### src/rtl/nest_prio_pkg.sv
package nest_prio_pkg;

    localparam int SYS_CNT   = 2;
    localparam int ID_NMI    = 0;
    localparam int ID_FAULT  = 1;
    localparam int LVL_NMI   = 0;
    localparam int LVL_FAULT = 1;
    localparam int LVL_BASE  = 2;

    typedef struct packed {
        logic [7:0] pre;
        logic [7:0] sub;
    } prio_split_t;

    // Keep the implemented top bits, then divide at bit g.
    function automatic prio_split_t split_prio(input logic [7:0] raw,
                                               input int          kept_bits,
                                               input logic [2:0]  grp);
        prio_split_t r;
        logic [7:0]  keep_m;
        logic [7:0]  pre_m;
        keep_m = 8'hFF << (8 - kept_bits);
        pre_m  = (grp == 3'd7) ? 8'h00 : (8'hFF << (grp + 3'd1));
        r.pre  = raw & keep_m & pre_m;
        r.sub  = raw & keep_m & ~pre_m;
        return r;
    endfunction

endpackage

### src/rtl/prio_decode.sv
module prio_decode
    import nest_prio_pkg::*;
#(
    parameter int PRIO_BITS = 3,
    parameter int LVL_W     = PRIO_BITS + 1
) (
    input  logic [7:0]       prio_raw,
    input  logic [2:0]       grp_sel,
    output logic [LVL_W-1:0] lvl,
    output logic [7:0]       sub
);
    prio_split_t sp;
    logic [7:0]  pre_val;

    always_comb begin
        sp      = split_prio(prio_raw, PRIO_BITS, grp_sel);
        pre_val = sp.pre >> (8 - PRIO_BITS);
        lvl     = LVL_W'(LVL_BASE) + LVL_W'(pre_val);
        sub     = sp.sub;
    end
endmodule

### src/rtl/prio_select.sv
module prio_select #(
    parameter int NCAND = 10,
    parameter int LVL_W = 4,
    parameter int ID_W  = $clog2(NCAND)
) (
    input  logic [NCAND-1:0]            cand_vld,
    input  logic [NCAND-1:0][LVL_W-1:0] cand_lvl,
    input  logic [NCAND-1:0][7:0]       cand_sub,
    output logic                        win_vld,
    output logic [ID_W-1:0]             win_id,
    output logic [LVL_W-1:0]            win_lvl
);
    logic [7:0] win_sub;

    // Lexicographic minimum of {level, subpriority, number}; ascending scan keeps the lower number on ties.
    always_comb begin
        win_vld = 1'b0;
        win_id  = '0;
        win_lvl = '1;
        win_sub = '1;
        for (int k = 0; k < NCAND; k++) begin
            if (cand_vld[k]) begin
                if (!win_vld || (cand_lvl[k] < win_lvl) ||
                    ((cand_lvl[k] == win_lvl) && (cand_sub[k] < win_sub))) begin
                    win_vld = 1'b1;
                    win_id  = ID_W'(k);
                    win_lvl = cand_lvl[k];
                    win_sub = cand_sub[k];
                end
            end
        end
    end
endmodule

### src/rtl/level_stack.sv
module level_stack #(
    parameter int DEPTH = 10,
    parameter int LVL_W = 4
) (
    input  logic             clk,
    input  logic             rst_n,
    input  logic             push,
    input  logic [LVL_W-1:0] push_lvl,
    input  logic             pop,
    output logic [LVL_W-1:0] cur_lvl,
    output logic             empty,
    output logic             full
);
    localparam int SP_W = $clog2(DEPTH + 1);
    localparam int IX_W = (DEPTH > 1) ? $clog2(DEPTH) : 1;

    typedef struct packed {
        logic [SP_W-1:0]             sp;
        logic [LVL_W-1:0]            cur;
        logic [DEPTH-1:0][LVL_W-1:0] slot;
    } stk_t;

    stk_t            stk_d, stk_q;
    logic [SP_W-1:0] sp_m1;

    always_comb begin
        stk_d = stk_q;
        sp_m1 = stk_q.sp - SP_W'(1);
        if (push && (stk_q.sp != SP_W'(DEPTH))) begin
            stk_d.slot[stk_q.sp[IX_W-1:0]] = stk_q.cur;
            stk_d.sp                       = stk_q.sp + SP_W'(1);
            stk_d.cur                      = push_lvl;
        end else if (pop && (stk_q.sp != '0)) begin
            stk_d.sp  = sp_m1;
            stk_d.cur = stk_q.slot[sp_m1[IX_W-1:0]];
        end
    end

    always_ff @(posedge clk or negedge rst_n) begin
        if (!rst_n) begin
            stk_q.sp   <= '0;
            stk_q.cur  <= '1;
            stk_q.slot <= '0;
        end else begin
            stk_q <= stk_d;
        end
    end

    assign cur_lvl = stk_q.cur;
    assign empty   = (stk_q.sp == '0);
    assign full    = (stk_q.sp == SP_W'(DEPTH));

    // an interrupted level is always a lower urgency (larger code) than the one above it
    a_r4_stack_ordered: assert property (@(posedge clk) disable iff (!rst_n)
        (stk_q.sp != '0) |-> (stk_q.slot[sp_m1[IX_W-1:0]] > stk_q.cur));

    // no push beyond capacity, never push and pop together
    a_r9_no_overflow: assert property (@(posedge clk) disable iff (!rst_n)
        push |-> !full);
    a_r9_push_pop_excl: assert property (@(posedge clk) disable iff (!rst_n)
        !(push && pop));
endmodule

### src/rtl/nest_prio_arb.sv
module nest_prio_arb
    import nest_prio_pkg::*;
#(
    parameter int N_SRC     = 8,
    parameter int PRIO_BITS = 3,
    parameter int NCAND     = N_SRC + SYS_CNT,
    parameter int ID_W      = $clog2(NCAND),
    parameter int LVL_W     = PRIO_BITS + 1
) (
    input  logic               clk,
    input  logic               rst_n,
    input  logic [N_SRC-1:0]   irq_pend,
    input  logic [8*N_SRC-1:0] prio_regs,
    input  logic [2:0]         grp_sel,
    input  logic               mask_prog,
    input  logic               mask_fault,
    input  logic               nmi_req,
    input  logic               fault_req,
    input  logic               eoh,
    output logic               take,
    output logic [ID_W-1:0]    take_id,
    output logic [LVL_W-1:0]   cur_level
);
    typedef struct packed {
        logic            take;
        logic [ID_W-1:0] id;
    } out_t;

    logic [NCAND-1:0]            cand_vld;
    logic [NCAND-1:0][LVL_W-1:0] cand_lvl;
    logic [NCAND-1:0][7:0]       cand_sub;
    logic                        win_vld;
    logic [ID_W-1:0]             win_id;
    logic [LVL_W-1:0]            win_lvl;
    logic                        stk_empty, stk_full;
    logic                        do_pop, do_push;
    out_t                        out_d, out_q;

    // system exceptions: fixed levels, zero subpriority
    assign cand_vld[ID_NMI]   = nmi_req;
    assign cand_lvl[ID_NMI]   = LVL_W'(LVL_NMI);
    assign cand_sub[ID_NMI]   = 8'h00;
    assign cand_vld[ID_FAULT] = fault_req & ~mask_fault;
    assign cand_lvl[ID_FAULT] = LVL_W'(LVL_FAULT);
    assign cand_sub[ID_FAULT] = 8'h00;

    for (genvar i = 0; i < N_SRC; i++) begin : g_src
        prio_decode #(
            .PRIO_BITS (PRIO_BITS),
            .LVL_W     (LVL_W)
        ) u_dec (
            .prio_raw (prio_regs[8*i +: 8]),
            .grp_sel  (grp_sel),
            .lvl      (cand_lvl[SYS_CNT+i]),
            .sub      (cand_sub[SYS_CNT+i])
        );
        assign cand_vld[SYS_CNT+i] = irq_pend[i] & ~mask_prog & ~mask_fault;
    end

    prio_select #(
        .NCAND (NCAND),
        .LVL_W (LVL_W),
        .ID_W  (ID_W)
    ) u_sel (
        .cand_vld (cand_vld),
        .cand_lvl (cand_lvl),
        .cand_sub (cand_sub),
        .win_vld  (win_vld),
        .win_id   (win_id),
        .win_lvl  (win_lvl)
    );

    always_comb begin
        do_pop    = eoh & ~stk_empty;
        do_push   = win_vld & (win_lvl < cur_level) & ~do_pop & ~stk_full;
        out_d     = out_q;
        out_d.take = do_push;
        if (do_push) begin
            out_d.id = win_id;
        end
    end

    always_ff @(posedge clk or negedge rst_n) begin
        if (!rst_n) begin
            out_q <= '0;
        end else begin
            out_q <= out_d;
        end
    end

    level_stack #(
        .DEPTH (NCAND),
        .LVL_W (LVL_W)
    ) u_stk (
        .clk      (clk),
        .rst_n    (rst_n),
        .push     (do_push),
        .push_lvl (win_lvl),
        .pop      (do_pop),
        .cur_lvl  (cur_level),
        .empty    (stk_empty),
        .full     (stk_full)
    );

    assign take    = out_q.take;
    assign take_id = out_q.id;

    // every accepted request strictly raises urgency
    a_r4_strict_nest: assert property (@(posedge clk) disable iff (!rst_n)
        take |-> (cur_level < $past(cur_level)));

    // masked classes are never accepted
    a_r7_prog_masked: assert property (@(posedge clk) disable iff (!rst_n)
        (take && (take_id >= ID_W'(SYS_CNT))) |-> (!$past(mask_prog) && !$past(mask_fault)));
    a_r7_fault_masked: assert property (@(posedge clk) disable iff (!rst_n)
        (take && (take_id == ID_W'(ID_FAULT))) |-> !$past(mask_fault));

    // the non-maskable interrupt always lands on level code 0
    a_r6_nmi_level: assert property (@(posedge clk) disable iff (!rst_n)
        (take && (take_id == ID_W'(ID_NMI))) |-> (cur_level == LVL_W'(LVL_NMI)));

    // end-of-handler in an active handler suppresses a take
    a_r10_eoh_first: assert property (@(posedge clk) disable iff (!rst_n)
        (eoh && (cur_level != '1)) |=> !take);
endmodule

### config.mk
export PLATFORM = sky130hd
export DESIGN_NAME = nest_prio_arb
export DESIGN_NICKNAME = d
export VERILOG_FILES = /design/src/rtl/nest_prio_pkg.sv /design/src/rtl/prio_decode.sv /design/src/rtl/prio_select.sv /design/src/rtl/level_stack.sv /design/src/rtl/nest_prio_arb.sv
export SDC_FILE = /design/constraint.sdc
export NUM_CORES = 1
export LEC_CHECK = 0
export ABC_AREA = 1
export BUFFER_PORTS_ARGS = -buffer_cell sky130_fd_sc_hd__clkbuf_2
export CORE_UTILIZATION = 38
export CTS_CLUSTER_SIZE = 16
export DETAILED_ROUTE_END_ITERATION = 7
export GPL_ROUTABILITY_DRIVEN = 0
export HOLD_SLACK_MARGIN = 0.1
export PLACE_DENSITY = 0.63
export SYNTH_ARGS = -nofsm -noshare
export SYNTH_HDL_FRONTEND = slang
export SYNTH_SLANG_ARGS = --single-unit
### constraint.sdc
create_clock -name clk -period 6.2 [get_ports clk]
set_input_delay 0.31 -clock clk [delete_from_list [all_inputs] [get_ports clk]]
set_output_delay 0.31 -clock clk [all_outputs]
set_load 0.005 [all_outputs]
==> results of run 1 <==
## final cells by class
class,count,area [sq um],area share (%)
clock inverters,2,13.8,0.173
multi-input cells,558,4160,52.2
clock buffers,6,129,1.62
repair buffers,222,1700,21.3
inverters,103,409,5.14
flip-flops and latches,53,1330,16.7
well taps,176,220,2.76
repair inverters,1,7.51,0.0942
## what timing repair did
item,4_1_cts,5_1_grt
endpoints found under the setup margin,53,53
cloned,6,1
hold buffers,0,0
gates resized for setup,80,130
buffers inserted,30,17
pin swaps,32,82
## cells by family (layout without fill, tap and decap cells)
group	Yosys count	in the layout	share of synthesized area, %
buffers and inverters	129	334	10.4
AND/OR/NAND/NOR	325	328	28.4
flip-flops	53	53	26.0
XOR/XNOR	3	3	0.514
AO/OA/AOI/OAI	154	154	17.2
multiplexers	7	7	1.37
adder cells (fa/ha/maj)	66	66	16.1
## cell usage in the layout, fill, tap and decap left out, types with 3 or more instances in the layout
master,n
buf_4,154
nand2_1,125
inv_1,91
nor2_1,74
ha_1,49
dfrtp_1,49
clkbuf_2,48
o21ai_1,47
nand2_2,41
o21ai_2,31
o21ai_0,21
nand3_1,20
nand2_4,19
ha_4,17
nand3_2,14
nand3_4,13
a21oi_1,12
buf_6,10
inv_2,8
o21ai_4,8
a21oi_2,7
mux2i_1,7
o22ai_1,7
clkbuf_16,7
nor2_4,5
nor2_2,5
nand4_1,5
o32ai_1,5
buf_8,4
buf_12,4
dfstp_2,4
o211ai_1,3
a31oi_4,3
## state kept, by name (all words and copies together) (netlist names)
| signal | flops |
|---|---|
| take | 1 |
| take_id | 4 |
| u_stk.cur_lvl | 4 |
| u_stk.stk_q | 44 |
## worst min path at each step
stage                       to  start  slack [ns]
6_report       u_stk.stk_q[15]  rst_n        0.13
5_1_grt        u_stk.stk_q[15]  rst_n        0.21
3_5_place_dp   u_stk.stk_q[15]  rst_n        0.47
2_1_floorplan             take  rst_n        0.01
4_1_cts         u_stk.stk_q[8]  rst_n        0.17
3_3_place_gp   u_stk.stk_q[15]  rst_n        0.47
## worst max-delay path: cells and delay by family
kind | cells | cell delay [ns]
AO/OA/AOI/OAI | 21 | 2.97
adder cells (fa/ha/maj) | 11 | 2.71
buffers and inverters | 12 | 1.42
AND/OR/NAND/NOR | 31 | 2.97
## stage by stage
stage / util, % / cells / power [mW] / area (sq um)
2_1_floorplan: - / 737 / 1.48 / 5340
3_3_place_gp: 49.8 / 1060 / 1.91 / 6560
3_5_place_dp: 49.8 / 1060 / 1.93 / 6560
4_1_cts: 55.2 / 1104 / 2.37 / 7290
5_1_grt: 60.4 / 1121 / 2.80 / 7970
6_report: 60.4 / 1121 / 2.60 / 7970
## routing by layer
layer	global-route usage (%)	share of wire [%]	up-vias
met3	2.33	4.4	26
li1	-	-	2844
met4	5.53	1.6	0
met5	0	0	-
met2	39.3	49	138
met1	28.9	45	2610
## report_power, final
| part | internal (mW) | leakage, nW | switching [mW] |
|---|---|---|---|
| Sequential | 0.484 | 0.697 | 0.0974 |
| Combinational | 0.770 | 3.29 | 0.976 |
| Clock | 0.151 | 0.0712 | 0.125 |
==> flow_summary.json, run 1 <==
{
  "outcome": "finished, violations left",
  "failed_checks": "negative setup slack",
  "area_delta_synth_final_pct": 55.8,
  "syn_nets": 885,
  "reg2regPathDepth": 10,
  "peakVddDrop_v": 0.000167,
  "grt_pass1_vias": 5396,
  "synth.top_cells.by_area": "dfrtp_1, ha_1, nand2_1",
  "firstDrtPassIters": 5,
  "netlist_area_sq_um": 5110,
  "cts_root_buf": "clkbuf_16",
  "p_leak_nw": 4.05,
  "clock-sinks": 53,
  "overflow": 0,
  "dr.first_iter.drc_count": 380,
  "synthTopCellsByCount": "nand2_1, inv_1, nor2_1, ha_1, o21ai_0",
  "yosysMostFrequentCell": "nand2_1",
  "r2r_slack_ns": 3.62,
  "whs_ns": 0.128,
  "crit_fanout": 8,
  "ys_ff_latch": 53,
  "setup_viol": 53,
  "cp_slowest_cell": "o2111a_2",
  "nNetsFinal": 1092,
  "rr_endpoint": "u_stk.stk_q[21]",
  "end_kind": "flip-flop",
  "synth_edf_count": 0,
  "synth_top_area_cell": "dfrtp_1",
  "drc": 0,
  "clk_transition_reported_paths_ns": 0.07,
  "fp.coreArea_sq_um": 13200,
  "row_count": 42,
  "hold_class": "in2async",
  "final-max-slew-violation-count": 0,
  "synth_area_per_cell_sq_um": 6.94,
  "startpoint": "grp_sel[0]",
  "synthesis.instances": 737,
  "slew_headroom_pct": 54.8,
  "path_class": "in2reg",
  "cts_tree": "done",
  "final_layout_size_suffix_gt1_share_pct": 44.1,
  "synth_ff_type": "dfrtp_1",
  "crit_path_end": "u_stk.stk_q[21]",
  "diodes": 0,
  "htree_num_levels": 2,
  "antenna_found_initial": 0,
  "maxCapViolCount": 0,
  "fin_ws_ns": -4.07,
  "synth_cell_types": 41,
  "die_w_um": 118,
  "postRouteAntennaNets": 0,
  "ys_seq_area_share_pct": 26.0,
  "wl_per_cell_um": 14.5,
  "die_h_um": 118,
  "arrival_ns": 10.44,
  "yosysWarnings": 0,
  "pre_cts_ws_ns": -4.50,
  "power.density_nw_per_um2": 327,
  "vias": 5618,
  "fin_crit_sh_pct": 166,
  "portBuffers": 50,
  "cp.required_ns": 6.36,
  "grt_setup_unrepaired": "yes",
  "grt_max_degree": 54,
  "timing.final.crit_period_ns": 10.27,
  "tightestPinTransition_ns": 0.677,
  "finalSetupTns_ns": -212.83,
  "r2r_start": "u_stk.stk_q[44]",
  "wl_mm": 16.2,
  "hold_viol_final": 0,
  "dp_hpwl_mm": 11.3,
  "ioPinCount": 91,
  "grt_first_pass_wirelength_mm": 25.5,
  "start_util_pct": 38.8,
  "globalRouteTotalUtil_pct": 22.3,
  "critPathMaxStageDelay_ns": 0.33,
  "netlist.area_leader.share_pct": 24.0,
  "fill_cells": 1096,
  "fmax_ghz": 0.0973,
  "cp-start-kind": "primary input",
  "clk_latency_ns": 0.29,
  "cts_inserted_buffers": 5,
  "clk_path_buf_depth": 2,
  "die_area_sq_um": 13900,
  "vias_per_cell": 5.01,
  "synthArstFlopShare_pct": 100,
  "fin_skew_ns": 0.00711
}
(Power assumes the default switching activity.)
==> inputs of run 2 (changes only) <==
PLACE_DENSITY = 0.61   (was 0.63)
SYNTH_HIERARCHICAL = 1   (was default)
==> flow_summary.json, run 2 <==
{
  "grt_setup_unrepaired": "yes",
  "dp_hpwl_mm": 18.9,
  "grt_pass1_vias": 8662,
  "whs_ns": 0.140,
  "synth-simple-area-share_pct": 35.7,
  "fp.coreArea_sq_um": 21200,
  "place_area_sq_um": 10500,
  "synthArstFlopShare_pct": 100,
  "final-max-slew-violation-count": 0,
  "synthTopCellsByCount": "nand2_1, inv_1, o21ai_0, ha_1, nand3_1",
  "synth_ff_type": "dfrtp_1",
  "die_area_sq_um": 22300,
  "die_h_um": 149,
  "crit_fanout": 8,
  "r2r_start": "u_stk/stk_q[44]",
  "cts_root_buf": "clkbuf_16",
  "synth_fa_ha_area_share_pct": 19.0,
  "outcome": "finished, violations left",
  "vias_per_cell": 4.71,
  "end_kind": "flip-flop",
  "grt_util_met3_pct": 1.10,
  "slew_headroom_pct": 25.2,
  "start_util_pct": 39.0,
  "largest_register_ffs": 44,
  "synth_compound_area_share_pct": 13.2,
  "portBuffers": 50,
  "dr.first_iter.drc_count": 302,
  "pwr-share-seq_pct": 20.5,
  "netlist_area_sq_um": 8250,
  "met1_usage_pct": 26.6,
  "firstDrtPassIters": 5,
  "wl_per_cell_um": 12.9,
  "p_switching_mw": 1.43,
  "synthMuxAreaShare_pct": 0,
  "globalRouteTotalUtil_pct": 21.8,
  "overflow": 0,
  "synth_top_family_by_area": "simple AND/OR/NAND/NOR gates",
  "synth_edf_count": 0,
  "timing.final.crit_period_ns": 12.50,
  "vias": 9007,
  "htree_num_levels": 2,
  "p_leak_nw": 6.43,
  "setup_viol": 53,
  "arrival_ns": 12.74,
  "peakVddDrop_v": 0.000151,
  "area_delta_synth_final_pct": 46.3,
  "final_layout_size_suffix_gt1_share_pct": 36.2,
  "pwr-share-clk_pct": 9.8,
  "hold_class": "in2async",
  "grt_max_degree": 54,
  "clk_path_buf_depth": 2,
  "crit_top_cell": "nand2_2",
  "clk_transition_reported_paths_ns": 0.07,
  "synth_xor_xnor_area_share_pct": 0.106,
  "p_comb_share_pct": 69.7,
  "power.density_nw_per_um2": 243,
  "netlist.area_leader.share_pct": 19.0,
  "synth_top_area_cell": "ha_1",
  "ys_seq_area_share_pct": 16.1,
  "busiest_layer": "met2",
  "row_count": 53,
  "layout_common_cells": "nand2_1, buf_4, inv_1",
  "yosysWarnings": 6,
  "tightestPinTransition_ns": 1.12,
  "critical_path.top_delay_family": "simple AND/OR/NAND/NOR gates",
  "drc": 0,
  "grt_first_pass_wirelength_mm": 39.5,
  "nNetsFinal": 1842,
  "synth_area_per_cell_sq_um": 6.21,
  "fin_crit_sh_pct": 202,
  "finalPower_mw": 2.93,
  "wl_mm": 24.6,
  "synthesis.instances": 1328,
  "finalSetupTns_ns": -329.10,
  "antenna_found_initial": 1,
  "failed_checks": "negative setup slack",
  "ys_ff_latch": 53,
  "yosysMostFrequentCell": "nand2_1",
  "postRouteAntennaNets": 0,
  "cp-start-kind": "primary input",
  "reg2regPathDepth": 15,
  "fmax_ghz": 0.0800,
  "cp_num_buf_inv": 11,
  "rr_endpoint": "u_stk/stk_q[28]",
  "maxCapViolCount": 0,
  "die_w_um": 149,
  "cts_inserted_buffers": 5,
  "synth_cell_types": 44,
  "ioPinCount": 91,
  "critPathMaxStageDelay_ns": 0.33,
  "fill_cells": 1986,
  "path_class": "in2reg",
  "hold_viol_final": 0,
  "sw_frac_of_total_pct": 48.8,
  "synth.top_cells.by_area": "ha_1, nand2_1, dfrtp_1",
  "clk_latency_ns": 0.30,
  "cts_tree": "done",
  "clock-sinks": 53,
  "post-route-cell-area_sq_um": 12100,
  "grt.met2_usage_pct": 41.3,
  "cp.required_ns": 6.44,
  "p_int_mw": 1.50,
  "r2r_slack_ns": 3.01,
  "fin_skew_ns": 0.00711,
  "cp_slowest_cell": "ha_1",
  "top_register": "u_stk/stk_q",
  "fin_ws_ns": -6.30,
  "final_common_cell": "nand2_1"
}
run 2: power by group through the flow:
stage / combinational, mW / clock [mW] / sequential, mW
floorplan: 1.16 / 0 / 0.562
global placement: 1.67 / 0 / 0.592
detailed placement: 1.70 / 0 / 0.594
CTS: 1.86 / 0.292 / 0.589
global route: 2.27 / 0.307 / 0.617
finish: 2.04 / 0.287 / 0.601
run 2: worst max-delay path by stage:
stage / depth (start not counted) / to / start
2_1_floorplan: 111 / u_stk/stk_q[36] / nmi_req
3_3_place_gp: 98 / u_stk/stk_q[16] / nmi_req
3_5_place_dp: 100 / u_stk/stk_q[18] / nmi_req
4_1_cts: 99 / u_stk/stk_q[38] / nmi_req
5_1_grt: 97 / u_stk/stk_q[28] / nmi_req
6_report: 98 / u_stk/cur_lvl[0] / nmi_req
run 2: final cells by class:
class	count	area (sq um)	area share (%)
well taps	275	344	2.85
diodes	1	2.50	0.0207
inverters	209	821	6.80
clock buffers	5	125	1.04
flip-flops and latches	53	1330	11.0
repair buffers	293	2180	18.0
clock inverters	3	25.0	0.207
multi-input cells	1072	7230	59.9
repair inverters	1	16.3	0.135
run 2: cell families (layout without fill, tap and decap cells):
family	Yosys count	count (layout)
DFF	53	53
xor gates and xnor gates	1	1
AOI/OAI and AO/OA	204	204
buffers and inverters	280	511
other	10	76
and+or+nand+nor	655	667
adders and majority gates	125	125
run 2: layer usage:
layer / wire length [um] / part of all wire (%)
met5: 0 / 0
met4: 523 / 2.1
met3: 532 / 2.2
met2: 12600 / 51
met1: 10900 / 44
run 2: metrics by stage:
stage	instances	setup WS [ns]	utilization, %
5_1_grt	1912	-7.10	57.0
6_report	1912	-6.30	57.0
3_5_place_dp	1850	-7.18	49.5
3_3_place_gp	1850	-6.81	49.5
2_1_floorplan	1393	-6.55	-
4_1_cts	1896	-5.97	53.9
run 2: repair_timing:
item / in CTS / in global routing
gates cloned: 13 / 0
setup buffers: 28 / 16
hold buffers: 0 / 0
pin swaps: 106 / 105
gates resized for setup: 149 / 133
endpoints found under the setup margin: 53 / 53
